`src/rtl/osc_pkg.sv`:
```
package osc_pkg;
  localparam int unsigned ACC_W_DEF  = 24;
  localparam int unsigned FREQ_W_DEF = 16;
  localparam int unsigned PW_W_DEF   = 12;

  typedef struct packed {
    logic test;
    logic sync_en;
    logic ring_en;
  } osc_ctrl_t;

  typedef struct packed {
    logic rise;
    logic hit;
  } sync_link_t;
endpackage

```
`src/rtl/osc_regs.sv`:
```
module osc_regs #(
  parameter int unsigned FREQ_W = osc_pkg::FREQ_W_DEF,
  parameter int unsigned PW_W   = osc_pkg::PW_W_DEF
) (
  input  logic              clk_i,
  input  logic              rst_ni,
  input  logic [7:0]        wr_data_i,
  input  logic              wr_freq_lo_i,
  input  logic              wr_freq_hi_i,
  input  logic              wr_pw_lo_i,
  input  logic              wr_pw_hi_i,
  output logic [FREQ_W-1:0] freq_o,
  output logic [PW_W-1:0]   pw_o
);
  localparam int unsigned FREQ_HI_W = FREQ_W - 8;
  localparam int unsigned PW_HI_W   = PW_W - 8;

  logic [FREQ_W-1:0] freq_q;
  logic [PW_W-1:0]   pw_q;
  logic              unused_hi_bits;

  assign unused_hi_bits = ^wr_data_i;

  always_ff @(posedge clk_i or negedge rst_ni) begin
    if (!rst_ni) begin
      freq_q <= '0;
      pw_q   <= '0;
    end else begin
      if (wr_freq_lo_i) freq_q[7:0]      <= wr_data_i;
      if (wr_freq_hi_i) freq_q[FREQ_W-1:8] <= wr_data_i[FREQ_HI_W-1:0];
      if (wr_pw_lo_i)   pw_q[7:0]        <= wr_data_i;
      if (wr_pw_hi_i)   pw_q[PW_W-1:8]   <= wr_data_i[PW_HI_W-1:0];
    end
  end

  assign freq_o = freq_q;
  assign pw_o   = pw_q;

  // a strobe loads exactly its lane
  a_r9_freq_lo: assert property (@(posedge clk_i) disable iff (!rst_ni)
    wr_freq_lo_i |=> freq_q[7:0] == $past(wr_data_i));
  a_r9_pw_hi: assert property (@(posedge clk_i) disable iff (!rst_ni)
    wr_pw_hi_i |=> pw_q[PW_W-1:8] == $past(wr_data_i[PW_HI_W-1:0]));
  a_r9_pw_hold: assert property (@(posedge clk_i) disable iff (!rst_ni)
    (!wr_pw_lo_i && !wr_pw_hi_i) |=> $stable(pw_q));
endmodule

```
`src/rtl/osc_phase.sv`:
```
module osc_phase #(
  parameter int unsigned ACC_W  = osc_pkg::ACC_W_DEF,
  parameter int unsigned FREQ_W = osc_pkg::FREQ_W_DEF
) (
  input  logic              clk_i,
  input  logic              rst_ni,
  input  logic [FREQ_W-1:0] freq_i,
  input  logic              test_i,
  input  logic              sync_en_i,
  input  osc_pkg::sync_link_t src_i,
  output logic [ACC_W-1:0]  acc_o,
  output logic              msb_rise_o,
  output osc_pkg::sync_link_t nxt_o
);
  localparam int unsigned MSB = ACC_W - 1;

  logic [ACC_W-1:0] acc_q, acc_step, acc_nxt;
  logic [ACC_W-1:0] freq_ext;
  logic             rise_q, rise_nxt, sync_clr;

  assign freq_ext = {{(ACC_W-FREQ_W){1'b0}}, freq_i};
  assign acc_step = acc_q + freq_ext;
  assign acc_nxt  = test_i ? '0 : acc_step;
  // rise is judged on the pre-sync value so all voices agree
  assign rise_nxt = ~acc_q[MSB] & acc_nxt[MSB];
  assign sync_clr = sync_en_i & src_i.rise & ~src_i.hit;

  always_ff @(posedge clk_i or negedge rst_ni) begin
    if (!rst_ni) begin
      acc_q  <= '0;
      rise_q <= 1'b0;
    end else begin
      acc_q  <= sync_clr ? '0 : acc_nxt;
      rise_q <= rise_nxt;
    end
  end

  assign acc_o      = acc_q;
  assign msb_rise_o = rise_q;
  assign nxt_o.rise = rise_nxt;
  assign nxt_o.hit  = sync_en_i & src_i.rise;

  a_r1_step: assert property (@(posedge clk_i) disable iff (!rst_ni)
    (!test_i && !(sync_en_i && src_i.rise && !src_i.hit))
      |=> acc_q == ACC_W'($past(acc_q) + $past(freq_ext)));
  a_r2_test_zero: assert property (@(posedge clk_i) disable iff (!rst_ni)
    test_i |=> (acc_q == '0) && !rise_q);
  a_r3_rise_from_low: assert property (@(posedge clk_i) disable iff (!rst_ni)
    rise_q |-> !$past(acc_q[MSB]));
  a_r4_sync_clear: assert property (@(posedge clk_i) disable iff (!rst_ni)
    (sync_en_i && src_i.rise && !src_i.hit) |=> acc_q == '0);
endmodule

```
`src/rtl/osc_pulse.sv`:
```
module osc_pulse #(
  parameter int unsigned PW_W = osc_pkg::PW_W_DEF
) (
  input  logic            clk_i,
  input  logic            rst_ni,
  input  logic [PW_W-1:0] phase_i,
  input  logic [PW_W-1:0] pw_i,
  input  logic            test_i,
  output logic [PW_W-1:0] pulse_o
);
  logic [PW_W-1:0] pulse_q;
  logic            above;

  assign above = (phase_i >= pw_i);

  always_ff @(posedge clk_i or negedge rst_ni) begin
    if (!rst_ni) pulse_q <= '0;
    else         pulse_q <= (test_i || above) ? '1 : '0;
  end

  assign pulse_o = pulse_q;

  a_r6_level: assert property (@(posedge clk_i) disable iff (!rst_ni)
    (pulse_q == '0) || (pulse_q == '1));
  a_r7_delay: assert property (@(posedge clk_i) disable iff (!rst_ni)
    !test_i |=> pulse_q == (($past(phase_i) >= $past(pw_i)) ? '1 : '0));
  a_r8_test_high: assert property (@(posedge clk_i) disable iff (!rst_ni)
    test_i |=> pulse_q == '1);
endmodule

```
`src/rtl/osc_voice.sv`:
```
module osc_voice #(
  parameter int unsigned ACC_W  = osc_pkg::ACC_W_DEF,
  parameter int unsigned FREQ_W = osc_pkg::FREQ_W_DEF,
  parameter int unsigned PW_W   = osc_pkg::PW_W_DEF
) (
  input  logic             clk_i,
  input  logic             rst_ni,
  input  logic [7:0]       wr_data_i,
  input  logic             wr_freq_lo_i,
  input  logic             wr_freq_hi_i,
  input  logic             wr_pw_lo_i,
  input  logic             wr_pw_hi_i,
  input  logic             test_i,
  input  logic             sync_en_i,
  input  logic             ring_en_i,
  input  logic             src_rise_i,
  input  logic             src_hit_i,
  input  logic             src_msb_i,
  output logic [ACC_W-1:0] acc_o,
  output logic             msb_rise_o,
  output logic [PW_W-1:0]  pulse_o,
  output logic             ring_msb_o,
  output logic             rise_nxt_o,
  output logic             hit_nxt_o
);
  localparam int unsigned MSB = ACC_W - 1;

  osc_pkg::osc_ctrl_t  ctrl;
  osc_pkg::sync_link_t src_link, nxt_link;
  logic [FREQ_W-1:0]   freq;
  logic [PW_W-1:0]     pw;
  logic [ACC_W-1:0]    acc;

  assign ctrl     = '{test: test_i, sync_en: sync_en_i, ring_en: ring_en_i};
  assign src_link = '{rise: src_rise_i, hit: src_hit_i};

  osc_regs #(.FREQ_W(FREQ_W), .PW_W(PW_W)) u_regs (
    .clk_i        (clk_i),
    .rst_ni       (rst_ni),
    .wr_data_i    (wr_data_i),
    .wr_freq_lo_i (wr_freq_lo_i),
    .wr_freq_hi_i (wr_freq_hi_i),
    .wr_pw_lo_i   (wr_pw_lo_i),
    .wr_pw_hi_i   (wr_pw_hi_i),
    .freq_o       (freq),
    .pw_o         (pw)
  );

  osc_phase #(.ACC_W(ACC_W), .FREQ_W(FREQ_W)) u_phase (
    .clk_i      (clk_i),
    .rst_ni     (rst_ni),
    .freq_i     (freq),
    .test_i     (ctrl.test),
    .sync_en_i  (ctrl.sync_en),
    .src_i      (src_link),
    .acc_o      (acc),
    .msb_rise_o (msb_rise_o),
    .nxt_o      (nxt_link)
  );

  osc_pulse #(.PW_W(PW_W)) u_pulse (
    .clk_i   (clk_i),
    .rst_ni  (rst_ni),
    .phase_i (acc[MSB -: PW_W]),
    .pw_i    (pw),
    .test_i  (ctrl.test),
    .pulse_o (pulse_o)
  );

  assign acc_o      = acc;
  assign ring_msb_o = ctrl.ring_en ? (acc[MSB] ^ ~src_msb_i) : acc[MSB];
  assign rise_nxt_o = nxt_link.rise;
  assign hit_nxt_o  = nxt_link.hit;

  // a voice only reports being synced while its own sync is on
  a_r5_hit_gated: assert property (@(posedge clk_i) disable iff (!rst_ni)
    hit_nxt_o |-> (sync_en_i && src_rise_i));
endmodule

```
`config.mk`:
```
export PLATFORM = sky130hd
export DESIGN_NAME = osc_voice
export DESIGN_NICKNAME = d
export VERILOG_FILES = /design/src/rtl/osc_pkg.sv /design/src/rtl/osc_regs.sv /design/src/rtl/osc_phase.sv /design/src/rtl/osc_pulse.sv /design/src/rtl/osc_voice.sv
export SDC_FILE = /design/constraint.sdc
export NUM_CORES = 1
export LEC_CHECK = 0
export CAP_MARGIN = 10
export CORE_MARGIN = 4
export CORE_UTILIZATION = 40
export DETAILED_ROUTE_END_ITERATION = 8
export SLEW_MARGIN = 20
export SYNTH_ARGS = -nofsm -noshare
export SYNTH_HDL_FRONTEND = slang
export SYNTH_SLANG_ARGS = --single-unit
```
`constraint.sdc`:
```
create_clock -name clk_i -period 3.8 [get_ports clk_i]
set_clock_uncertainty 0.05 [all_clocks]
set_input_delay 0.76 -clock clk_i [delete_from_list [all_inputs] [get_ports clk_i]]
set_output_delay 0.76 -clock clk_i [all_outputs]
set_load 0.02 [all_outputs]
```
-- Word level (Yosys, flattened, before mapping)
Cells that the tools add are included.
- flip-flop bits (word level): 65
- memories: 0
- RAM bits: 0
- output and inout bits: 40
- latch bits: 0
- input bits: 20
- memory bits (read-only): 0
- word-level logic and storage cells: 21
- divide/modulo/power cells: 0
- multiply operators: 0
- shifts and indexed selects: 0
- $lt $le $gt $ge: 1
- eq/ne operators: 0
- add/sub/neg operators: 1
- bitwise operators: 7
- muxes and demuxes: 4
- reductions and logical operators: 1
- operators by type and width (cell ; number):
    24-bit two-way mux ; 2
    24-bit by 16-bit adder with 24-bit output ; 1
    12-bit greater-or-equal comparator ; 1
    12-bit two-way mux ; 1
    1-bit AND ; 3
    1-bit inverter ; 3
    1-bit logical OR ; 1
    1-bit two-way mux ; 1
    1-bit XOR ; 1

-- Depth between registers and ports, before layout
Gate-level depths: netlist (run 1).
- depth after elaboration: 3
- gate-level depth with buffers: 8

-- Modules after synthesis
From an unflattened synthesis (run 1), not the netlist that was laid out.
- cell total of the unflattened synthesis: 314
- area total of the unflattened synthesis: 3359.5 um^2
- modules (own cells, without submodules) (module ; times used ; area each (um^2) ; cells an instance):
    osc_phase ; 1 ; 1786.7 ; 201
    osc_regs ; 1 ; 1139.8 ; 59
    osc_pulse ; 1 ; 402.9 ; 52
    osc_voice ; 1 ; 30.0 ; 2

-- Worst setup path after synthesis (run 1)
No wires, ideal clock.
- path type: register to output
- start point: register u_phase.acc_q[10] (netlist: u_phase.acc_o[10])
- end point: output port rise_nxt_o
- data required time: 2.990 ns
- setup slack: 0.662 ns
- cell stages (with the launch flop): 9
- path buffers: 1
- arrival time: 2.328 ns
- cell sequence: dfrtp_1 > ha_1 > clkbuf_2 > nand4_1 > or3_1 > o21ai_0 > nor2_1 > a21oi_1 > nor3b_1
- longest elaborated chain between the ends: 3
- ends and longest elaborated chain (item ; RTL line ; RTL):
    start, declared ; osc_phase.sv:17 ; logic [ACC_W-1:0] acc_q, acc_step, acc_nxt;
    start signal, assigned ; osc_phase.sv:33 ; acc_q <= sync_clr ? '0 : acc_nxt;
    24-bit by 16-bit adder with 24-bit output ; osc_phase.sv:22 ; assign acc_step = acc_q + freq_ext;
    24-bit two-way mux ; osc_phase.sv:23 ; assign acc_nxt = test_i ? '0 : acc_step;
    1-bit AND ; osc_phase.sv:25 ; assign rise_nxt = ~acc_q[MSB] & acc_nxt[MSB];
    end, declared ; osc_voice.sv:23 ; output logic rise_nxt_o,
No other way between the ends.

-- Final worst setup path (run 1)
- start point: register u_phase.acc_q[11] (netlist: u_phase.acc_o[11])
- end point: output port rise_nxt_o
The elaborated chain is that of the path after synthesis.

==> results of run 1 <==
worst reg2reg max path, stage by stage (launching register included):
cell and delay (ps):
dfrtp_1 390, ha_1 230, fa_1 430, a211oi_2 240, o21ai_1 110, a21o_1 240, a221o_2 470, a41o_2 290
metrics by stage:
step | cells | setup slack (ps)
after floorplan | 325 | 662
after global placement | 467 | 309
after detailed placement | 467 | 231
after CTS | 475 | 178
after global routing | 475 | 29.5
final | 475 | 246
path summary, 6_finish.rpt:
kind,from,endpoint,slack (ps),cells past startpoint
hold reg to reg,u_regs.freq_o[0],u_regs.freq_o[0],470,1
hold / removal,u_regs.freq_o[0],u_regs.freq_o[0],470,1
setup / recovery,u_phase.acc_o[11],rise_nxt_o,250,8
max in group asynchronous,rst_ni,u_regs.freq_o[6],2440,2
min in group asynchronous,rst_ni,u_regs.pw_o[7],500,1
setup reg to reg,u_phase.acc_o[0],u_phase.acc_o[18],1250,7
where the power goes:
part	total [mW]	switching, mW	internal, mW	leakage [nW]
registers	0.745	0.0742	0.671	0.678
logic	1.08	0.598	0.482	1.05
clock network	0.384	0.187	0.198	0.0524
total	2.21	0.859	1.35	1.78
cells in the final DEF, fill, tap and decap left out, types with 2 or more instances in the layout:
master / n
and2_1: 4
dfrtp_1: 54
buf_4: 2
clkdlybuf4s50_1: 57
clkbuf_1: 2
clkbuf_8: 5
mux2_2: 17
o21a_1: 2
ha_1: 28
a21oi_1: 19
o21ai_0: 23
a31o_2: 2
o21ai_1: 2
inv_1: 18
nor2_1: 28
nor2b_1: 2
nand2_1: 26
o21bai_1: 2
xnor2_1: 5
mux2i_1: 6
a211oi_2: 4
nor3_1: 3
a21o_1: 7
nand3_1: 8
or3_1: 5
a21o_2: 2
nand4_1: 3
a31oi_1: 3
nand2b_1: 2
nor4_1: 2
a211oi_1: 3
xor2_1: 7
synth_stat cells, drive strengths merged (2+ instances only):
library cell  instances  area [µm²]
or3                   5        31.3
o21bai                2        15.0
a21oi                19        95.1
nand2b                2        12.5
a21o                  9        70.1
mux2                 17         191
nand2                26        97.6
nand4                 3        18.8
nor3                  3        15.0
dfrtp                54        1350
nand3                 8        40.0
buf                  15         101
clkbuf                6        23.8
nor2                 28         105
xnor2                 5        43.8
a31oi                 3        18.8
nor3b                 2        15.0
inv                  18        67.6
ha                   28         350
o21ai                25         125
a211oi                7        67.6
o21a                  2        15.0
or2                   2        12.5
nor4                  2        12.5
mux2i                 6        60.1
a31o                  3        26.3
and2                  4        25.0
nor2b                 2        12.5
xor2                  7        61.3
cells by family (layout without fill, tap and decap cells):
kind of cell               count (synthesis)  in the layout  share of synthesized area, %
and+or+nand+nor                           91             91                          13.4
DFF                                       54             54                          42.2
buffers and inverters                     39             87                          6.02
xor gates and xnor gates                  12             12                          3.28
muxes                                     23             23                          7.85
AOI/OAI and AO/OA                         77             77                          15.7
adders and majority gates                 29             29                          11.6
state kept, by name (all words and copies together) (netlist names):
name / cells
u_phase.acc_o: 24
u_regs.pw_o: 12
u_regs.freq_o: 16
u_pulse.pulse_o: 1
u_phase.msb_rise_o: 1
routing by layer:
metal | routed length (µm) | GRT usage, % | up-vias
li1 | - | - | 1224
met1 | 3720 | 23.0 | 1174
met2 | 3570 | 26.7 | 50
met3 | 332 | 3.30 | 4
met4 | 51 | 2.88 | 0
met5 | 0 | 0 | -
final cells by class:
cell class                      count  area share [%]
Multi-Input combinational cell    232            42.5
Sequential cell                    54            34.5
Timing Repair Buffer               61            15.3
Tap cell                          102            3.26
Clock buffer                        7            1.95
Inverter                           18            1.72
Clock inverter                      1           0.766
==> results by group, run 1 <==
Finish
  – Register Area: 1350 µm²
  – Ant diodes: 0
  – Filler cells: 737
  – Area of the multi-input gates: 1670 µm²
  – Synth-to-Final Area Change: 22.4%
  – NumNets Final: around 420
  – Cell area after layout: 3920 µm²
  – Final core utilization: about 50%
  – Fraction of layout cells with a size suffix above 1: between 10% and 20%

Clock tree
  – CTS buffer count: 5
  – Worst skew pair latency: 310 ps
  – Root buf cell: clkbuf_8
  – Setup Buffers After CTS: 0
  – Post-CTS resize count: 2
  – CTS Hold Buffers Added: 0
  – CTS tree: built
  – TritonCTS Sinks: 54
  – Clock-pin slew on the worst setup and hold paths: 90 ps
  – CTS max path bufs: 2
  – CTS H-tree depth: 2

Run
  – Maxcap violations: 0

Power
  – Design Power: 2.21 mW
  – Leak pwr: 1.78 nW
  – Peak supply drop: 0.343 mV
  – PD cells: 564 nW/µm²

Yosys
  – EDFF count, synth: 0
  – Post-synthesis sequential area ratio: 42.2%
  – Synth warnings: 0
  – Synth Area per Inst: 9.85 µm²
  – Netlist cell types: 49
  – Mapped cell area: around 3200 µm²
  – Post-synthesis register bit count: 54
  – Cells after Synth: between 300 and 400
  – Post-synth ARST share: 100%
  – Syn Nets: 374
  – Top_reg_cell synth: dfrtp_1

STA
  – Final Max Slew Viols: 0
  – Final min period: about 3600 ps
  – Post-route clock period utilization: 93.5%
  – Max_slew headroom: 43.5%
  – Final Hold Slack: ~470 ps
  – # setup viols final: 0
  – Unrepaired setup endpoints after global routing: no
  – Least-Margin Pin Slew: 847 ps
  – Setup_tns: 0 ps
  – Fmax: 0.281 GHz
  – Final Hold Fails: 0

Worst setup path
  – Max FO, Critical Path: 6
  – Worst path slowest cell: ha_1
  – WP data required: roughly 3000 ps
  – CP Data Arrival Time: 2740 ps
  – CP delay by family, top: simple AND/OR/NAND/NOR gates
  – CP endpoint kind: output pin
  – Critical path class: reg -> out
  – WP buf/inv: 1
  – CP Launch Type: flop
  – Worst path max stage delay: around 410 ps
  – Critical-path cell list: ha_1, nand4_1, or3_1, o21ai_0, nor2_1, a21oi_1, nor3b_2, dlygate4sd2_1

Global route
  – Number of global-route vias before repair: 2426
  – Initial antenna violation count: 0
  – Largest net degree at the start of global routing: 38
  – First-pass GRT wire length: 12.6 mm
  – Total track usage: about 16%
  – Global route overflow: 0

Die
  – Die Y: roughly 100 µm
  – Starting Density: 41.2%
  – Row count: 32
  – Placeable core area: 7770 µm²
  – # IOs: 60
  – Die Width: 97.5 µm
  – Area of the die: approximately 9500 µm²

Min path
  – Hold crit path type: reg -> reg

Drt
  – DR iter-0 viols: 80
  – DR WL/cell: approximately 16 µm
  – DRC: 0
  – Vias: 2452
  – Avg Vias per Cell: 5.16
  – DRT Pass-1 Iters: 4
  – DRT Wirelength: 7.67 mm
  – Antenna-violating nets left: 0

Placed design
  – Number of port buffers: 59
  – RePlAce Congestion: around 0.80
  – Placed Area: 3800 µm²
  – HPWL after DPL: 5.82 mm

Status
  – Status: complete, no violations
No activity file was read; power rests on OpenSTA's default activity.
==> run 2, diff against run 1 <==
--- a/config.mk
+++ b/config.mk
@@ -5,10 +5,12 @@
 export SDC_FILE = /design/constraint.sdc
 export NUM_CORES = 1
 export LEC_CHECK = 0
+export ABC_AREA = 1
 export CAP_MARGIN = 10
 export CORE_MARGIN = 4
 export CORE_UTILIZATION = 40
 export DETAILED_ROUTE_END_ITERATION = 8
+export DONT_BUFFER_PORTS = 1
 export SLEW_MARGIN = 20
 export SYNTH_ARGS = -nofsm -noshare
 export SYNTH_HDL_FRONTEND = slang
==> run 2 against run 1 <==
Wire length is 6.3% higher; global-route usage up 0.27 points; worst setup slack improved by 600 ps; sequential share of layout area increased by 3.9 points; worst hold slack got worse by 390 ps; area after synthesis up 6.3%; via count up 9.6%; critical path depth rose by 1; critical endpoint unchanged; highest routed layer unchanged.
==> results by group, run 2 <==
Finish
  – Most frequent cells in the layout: nand2_1, inv_1, dfrtp_1
  – Fraction of layout cells with a size suffix above 1: 8.84% (-1.6 points)
  – NumNets Final: 478 (+14%)
  – Register Area: 1360 µm² (+0.28%)
  – Final core utilization: 42.7% (-7.7 points)
  – Ant diodes: 0 (unchanged)
  – Max reg flops: 24 (unchanged)
  – Filler cells: 838 (+14%)
  – Most common cell after layout, fill and taps aside: nand2_1
  – Area of the multi-input gates: 1730 µm² (+3.6%)
  – Synth-to-Final Area Change: 3.71%

Drt
  – DRT Wirelength: 8.16 mm (+6.3%)
  – Vias: 2687 (+9.6%)
  – DR WL/cell: 15.3 µm (-5.6%)
  – Antenna-violating nets left: 0 (unchanged)
  – DRT Pass-1 Iters: 4 (unchanged)
  – DR iter-0 viols: 148 (+85%)
  – DRC: 0 (unchanged)
  – Avg Vias per Cell: 5.02 (-2.7%)

Die
  – Row count: 33 (+3.1%)
  – Placeable core area: 8260 µm² (+6.3%)
  – # IOs: 60 (unchanged)
  – Area of the die: 10000 µm² (+5.8%)
  – Die Width: 100 µm (+2.8%)
  – Die Y: 100 µm (+2.8%)
  – Starting Density: 41.2% (about the same)

Clock tree
  – CTS Hold Buffers Added: 0 (unchanged)
  – Worst skew pair latency: 310 ps (about the same)
  – CTS tree: built
  – Post-CTS resize count: 0 (-2)
  – Setup Buffers After CTS: 0 (unchanged)
  – Root buf cell: clkbuf_8
  – CTS max path bufs: 2 (unchanged)
  – TritonCTS Sinks: 54 (unchanged)
  – CTS buffer count: 5 (unchanged)
  – Clock-pin slew on the worst setup and hold paths: 110 ps (+20 ps)
  – CTS H-tree depth: 2 (unchanged)

Yosys
  – Syn Nets: 486 (+30%)
  – EDFF count, synth: 0 (unchanged)
  – Synth warnings: 0 (unchanged)
  – Synth Area per Inst: 7.79 µm² (-21%)
  – Mapped cell area: 3400 µm² (+6.3%)
  – Top_reg_cell synth: dfrtp_1
  – Synth area leader: dfrtp_1
  – Synth top area share: 39.7% (-2.5 points)
  – Post-synthesis sequential area ratio: 39.7% (-2.5 points)
  – Post-synth ARST share: 100% (unchanged)
  – Commonest cells post-synth: nand2_1, inv_1, dfrtp_1
  – Count leader, synth: nand2_1
  – Post-synthesis register bit count: 54 (unchanged)
  – Netlist cell types: 32 (-35%)
  – Cells after Synth: 437 (+34%)
  – Top cells by area, synth: dfrtp_1, nand2_1, ha_1

Power
  – Pint: 1.03 mW (-24%)
  – Switching Power: 0.783 mW (-8.9%)
  – Leak pwr: 1.82 nW (+2.7%)
  – Peak supply drop: 0.272 mV (-21%)
  – Clock power frac: 17.9% (+0.5 points)
  – Comb pwr share: 36.8% (-12 points)
  – Sw frac: 43.3% (+4.4 points)
  – PD cells: 513 nW/µm² (-9.0%)
  – Flop pwr share: 45.3% (+12 points)

STA
  – Fmax: 0.339 GHz (+20%)
  – Max_slew headroom: 55.2% (+12 points)
  – Setup_tns: 0 ps (unchanged)
  – Unrepaired setup endpoints after global routing: no
  – Least-Margin Pin Slew: 670 ps (-177 ps)
  – # setup viols final: 0 (unchanged)
  – Post-route clock period utilization: 77.6% (-16 points)
  – Final Max Slew Viols: 0 (unchanged)
  – Final min period: 2950 ps (-604 ps)
  – Final Hold Fails: 0 (unchanged)

Global route
  – GR Layer Usage met3: 5.77% (+2.5 points)
  – GRT met2 Usage: 27.5% (+0.75 points)
  – Largest net degree at the start of global routing: 55 (+45%)
  – Number of global-route vias before repair: 2635 (+8.6%)
  – Total track usage: 16.7% (+0.27 points)
  – Initial antenna violation count: 0 (unchanged)
  – Global route overflow: 0 (unchanged)
  – Global Route met1 Usage: 21.3% (-1.7 points)
  – First-pass GRT wire length: 13.2 mm (+4.2%)
  – Gr busiest metal: met2

Worst setup path
  – Reg2reg end: u_phase.acc_o[16]
  – CP Launch Type: flop
  – Worst path max stage delay: 490 ps (+80 ps)
  – Crit path launch: u_phase.acc_o[12]
  – Critical R2R Launch: u_phase.acc_o[0]
  – Critical-path cell list: ha_1, nand2_1, nor2_2, nand2_2, nor2_1, nand2_1, nand3_1, nand3_1, inv_1
  – R2R Setup Slk: 1650 ps (+400 ps)
  – Max FO, Critical Path: 5 (-1)
  – WP data required: 2990 ps (about the same)
  – Reg2reg path depth: 10 (+3)
  – CP Data Arrival Time: 2140 ps (-600 ps)
  – CP endpoint kind: output pin
  – Worst path slowest cell: dfrtp_1
  – Critical path class: reg -> out

Min path
  – Hold crit path type: in -> async

Status
  – Status: complete, no violations

Run
  – Maxcap violations: 0 (unchanged)

Placed design
  – HPWL after DPL: 6.52 mm (+12%)
  – RePlAce Congestion: 0.925 (+15%)
  – Number of port buffers: 0 (-100%)
==> run 2: cell types whose count changed after synthesis, sizes merged, moves of 6 or more <==
cell / previous run / this run
mux2i: 6 / 0
nand2: 26 / 113
nor2: 28 / 53
nand3: 8 / 18
a21o: 9 / 2
xor2: 7 / 1
inv: 18 / 59
a21oi: 19 / 35
a211oi: 7 / 0
==> run 2: layout make-up <==
cell class	count	share of cell area, %
well taps	105	3.72
clock inverters	2	0.390
multi-input cells	308	49.0
inverters	59	6.27
flip-flops and latches	54	38.4
repair buffers	1	0.213
clock buffers	6	2.06
==> run 2: worst max-delay path by stage <==
stage,to,slack (ps),cells after the start
floorplan,rise_nxt_o,1390,9
global placement,rise_nxt_o,1210,9
detailed placement,rise_nxt_o,1180,9
CTS,rise_nxt_o,820,9
global route,rise_nxt_o,620,9
finish,rise_nxt_o,850,9
==> run 2: power groups by stage <==
stage | sequential (mW) | combinational, mW | clock (mW)
after CTS | 0.826 | 0.665 | 0.337
final | 0.820 | 0.666 | 0.324
after detailed placement | 0.837 | 0.657 | 0
after global routing | 0.837 | 0.769 | 0.366
after floorplan | 0.793 | 0.556 | 0
after global placement | 0.835 | 0.651 | 0
==> run 2: worst max-delay path, delay by kind of cell, from the launching register on <==
kind | cells | cell delay, ps
buffers and inverters | 1 | 180
flip-flops | 1 | 490
adder cells (fa/ha/maj) | 1 | 410
AND/OR/NAND/NOR | 7 | 750
==> run 2: cell families after synthesis <==
logic type,after synthesis,share of synthesized area [%]
AO/OA/AOI/OAI,67,10.3
XOR/XNOR,2,0.515
adder cells (fa/ha/maj),29,10.9
buffers and inverters,75,9.52
flip-flops,54,39.7
multiplexers,17,5.62
AND/OR/NAND/NOR,193,23.4
==> run 2: metal layers <==
metal | vias up | wire length [µm]
li1 | 1375 | -
met1 | 1249 | 3650
met2 | 56 | 3760
met3 | 7 | 661
met4 | 0 | 85
met5 | - | 0
==> run 2: metrics by stage <==
step | cells | cell area [µm²] | hold slack (ps) | worst slack [ps] | power [mW]
detailed placement | 527 | 3440 | 416 | 1180 | 1.49
global placement | 527 | 3440 | 416 | 1210 | 1.49
CTS | 535 | 3530 | 68.9 | 815 | 1.83
floorplan | 437 | 3400 | 414 | 1390 | 1.35
finish | 535 | 3530 | 77.0 | 851 | 1.81
global route | 535 | 3530 | 42.2 | 616 | 1.97
==> run 3, diff against run 2 <==
==> constraint.sdc (replaced) <==
create_clock -name clk_i -period 2.7 [get_ports clk_i]
set_clock_uncertainty 0.05 [all_clocks]
set_input_delay 0.54 -clock clk_i [delete_from_list [all_inputs] [get_ports clk_i]]
set_output_delay 0.54 -clock clk_i [all_outputs]
set_load 0.02 [all_outputs]
==> run 3 against run 2 <==
Clock power grew 70%; register-to-register slack got worse by 1100 ps; worst hold slack got worse by 52 ps; cell count up 1.9%; wire length rose by 2.7%.
==> results by group, run 3 (synthesis gave the netlist of run 2 again) <==
STA
  – Worst Slack Setup Final: 107 ps (-744 ps)
  – Setup_tns: 0 ps (unchanged)
  – Final Hold Fails: 0 (unchanged)
  – Max_slew headroom: 55.8% (+0.65 points)
  – Fmax: 0.386 GHz
  – # setup viols final: 0 (unchanged)
  – Least-Margin Pin Slew: 661 ps (-9.66 ps)
  – Post-route clock period utilization: 96.0%
  – Final min period: roughly 2600 ps
  – Final Max Slew Viols: 0 (unchanged)

Status
  – Status: complete, no violations

Global route
  – Total track usage: 17.0% (+0.31 points)
  – Initial antenna violation count: 0 (unchanged)
  – Number of global-route vias before repair: 2664 (+1.1%)
  – First-pass GRT wire length: 13.5 mm (+2.6%)
  – Largest net degree at the start of global routing: 55 (unchanged)
  – Global route overflow: 0 (unchanged)

Drt
  – DR WL/cell: 15.4 µm (+0.84%)
  – DRT Wirelength: 8.38 mm (+2.7%)
  – DRT Pass-1 Iters: 4 (unchanged)
  – DR iter-0 viols: 159 (+7.4%)
  – Antenna-violating nets left: 0 (unchanged)
  – DRC: 0 (unchanged)
  – Avg Vias per Cell: 5.01 (-0.15%)
  – Vias: 2733 (+1.7%)

Finish
  – Most frequent cells in the layout: nand2_1, inv_1, nor2_1
  – Most common cell after layout, fill and taps aside: nand2_1
  – Ant diodes: 0 (unchanged)
  – Fraction of layout cells with a size suffix above 1: 16.4% (+7.5 points)
  – Max reg flops: 24 (unchanged)
  – Synth-to-Final Area Change: 11.8%
  – Filler cells: 852 (+1.7%)
  – Final core utilization: 46.1% (+3.3 points)
  – NumNets Final: 488 (+2.1%)

Die
  – Starting Density: 41.2% (unchanged)
  – Area of the die: 10000 µm² (unchanged)
  – Die Width: 100 µm (unchanged)
  – # IOs: 60 (unchanged)
  – Row count: 33 (unchanged)
  – Placeable core area: 8260 µm² (unchanged)
  – Die Y: 100 µm (unchanged)

Run
  – Maxcap violations: 0 (unchanged)

Placed design
  – HPWL after DPL: 6.54 mm (+0.29%)
  – RePlAce Congestion: 0.869 (-6.1%)
  – Pre-CTS WS: 305 ps (-871 ps)
  – Number of port buffers: 0 (unchanged)

Power
  – Peak supply drop: 0.427 mV (+57%)
  – PD cells: 744 nW/µm² (+45%)
  – Leak pwr: 1.87 nW (+2.3%)

Clock tree
  – TritonCTS Sinks: 54 (unchanged)
  – Clock-pin slew on the worst setup and hold paths: 100 ps (about the same)
  – Setup Buffers After CTS: 0 (unchanged)
  – CTS buffer count: 5 (unchanged)
  – CTS tree: built
  – Worst skew pair latency: 310 ps (about the same)
  – Root buf cell: clkbuf_8
  – CTS H-tree depth: 2 (unchanged)
  – CTS max path bufs: 2 (unchanged)

Worst setup path
  – Max FO, Critical Path: 5 (unchanged)
  – CP endpoint kind: output pin
  – CP Launch Type: flop
  – WP data required: 2110 ps (-880 ps)
  – CP Data Arrival Time: 2000 ps (-140 ps)
  – Critical path class: reg -> out

Min path
  – Hold crit path type: in -> async
==> run 3: cell types whose count changed in the layout (fill, tap and decap cells not counted), moves of 9 or more <==
| cell | delta |
|---|---|
| buf_4 | +9 |
| ha_1 | -11 |
| dfrtp_1 | -11 |
| dfrtp_2 | +12 |
| ha_4 | +11 |
==> run 3: through the flow <==
stage / cells / hold slack, ps / power [mW] / instance area (µm²)
floorplan: 437 / 194 / 1.90 / 3400
global placement: 536 / 196 / 2.12 / 3510
detailed placement: 536 / 196 / 2.13 / 3510
CTS: 545 / 43.1 / 2.71 / 3650
global route: 545 / 22.4 / 3.08 / 3800
finish: 545 / 25.2 / 2.83 / 3800
==> run 3: final timing paths <==
kind,from,end,slack [ps],depth (start not counted)
max in group asynchronous,rst_ni,u_phase.acc_o[9],2300,1
min,rst_ni,u_regs.pw_o[7],30,1
min in group clk_i,wr_pw_hi_i,u_regs.pw_o[8],270,1
max reg2reg,u_phase.acc_o[0],u_phase.acc_o[16],510,10
min reg2reg,u_regs.pw_o[0],u_regs.pw_o[0],470,1
max,u_phase.acc_o[7],rise_nxt_o,110,9
==> run 3: cell type report <==
type / count / area, µm² / area share [%]
clock inverters: 2 / 37.5 / 0.987
repair buffers: 11 / 103 / 2.70
multi-input cells: 308 / 1870 / 49.2
well taps: 105 / 131 / 3.45
clock buffers: 6 / 72.6 / 1.91
flip-flops and latches: 54 / 1370 / 35.9
inverters: 59 / 221 / 5.82
==> run 3: power breakdown <==
group	switching (mW)	total [mW]	internal (mW)
clock network	0.275	0.552	0.277
logic	0.686	1.14	0.449
registers	0.204	1.14	0.938
==> run 3: worst max-delay path: stages (launching register included) <==
cell	delay, ps
dfrtp_2	470
ha_1	360
nand2_1	120
nor2_4	130
nand2_2	70
nor2_1	110
nand2_1	90
nand3_1	130
nand3_1	100
inv_2	120
==> run 3: metal layers <==
metal | GRT usage (%) | vias up | part of all wire [%]
met5 | 0 | - | 0
met4 | 2.49 | 0 | 0.45
met3 | 4.45 | 5 | 7.2
met2 | 27.2 | 56 | 46
met1 | 23.7 | 1275 | 46
li1 | - | 1397 | -
==> run 3: what timing repair did <==
item,CTS,global route
gates resized for setup,2,25
gates cloned,0,0
endpoints found under the hold margin,54,0
hold buffers,1,0
setup endpoints to repair,1,1
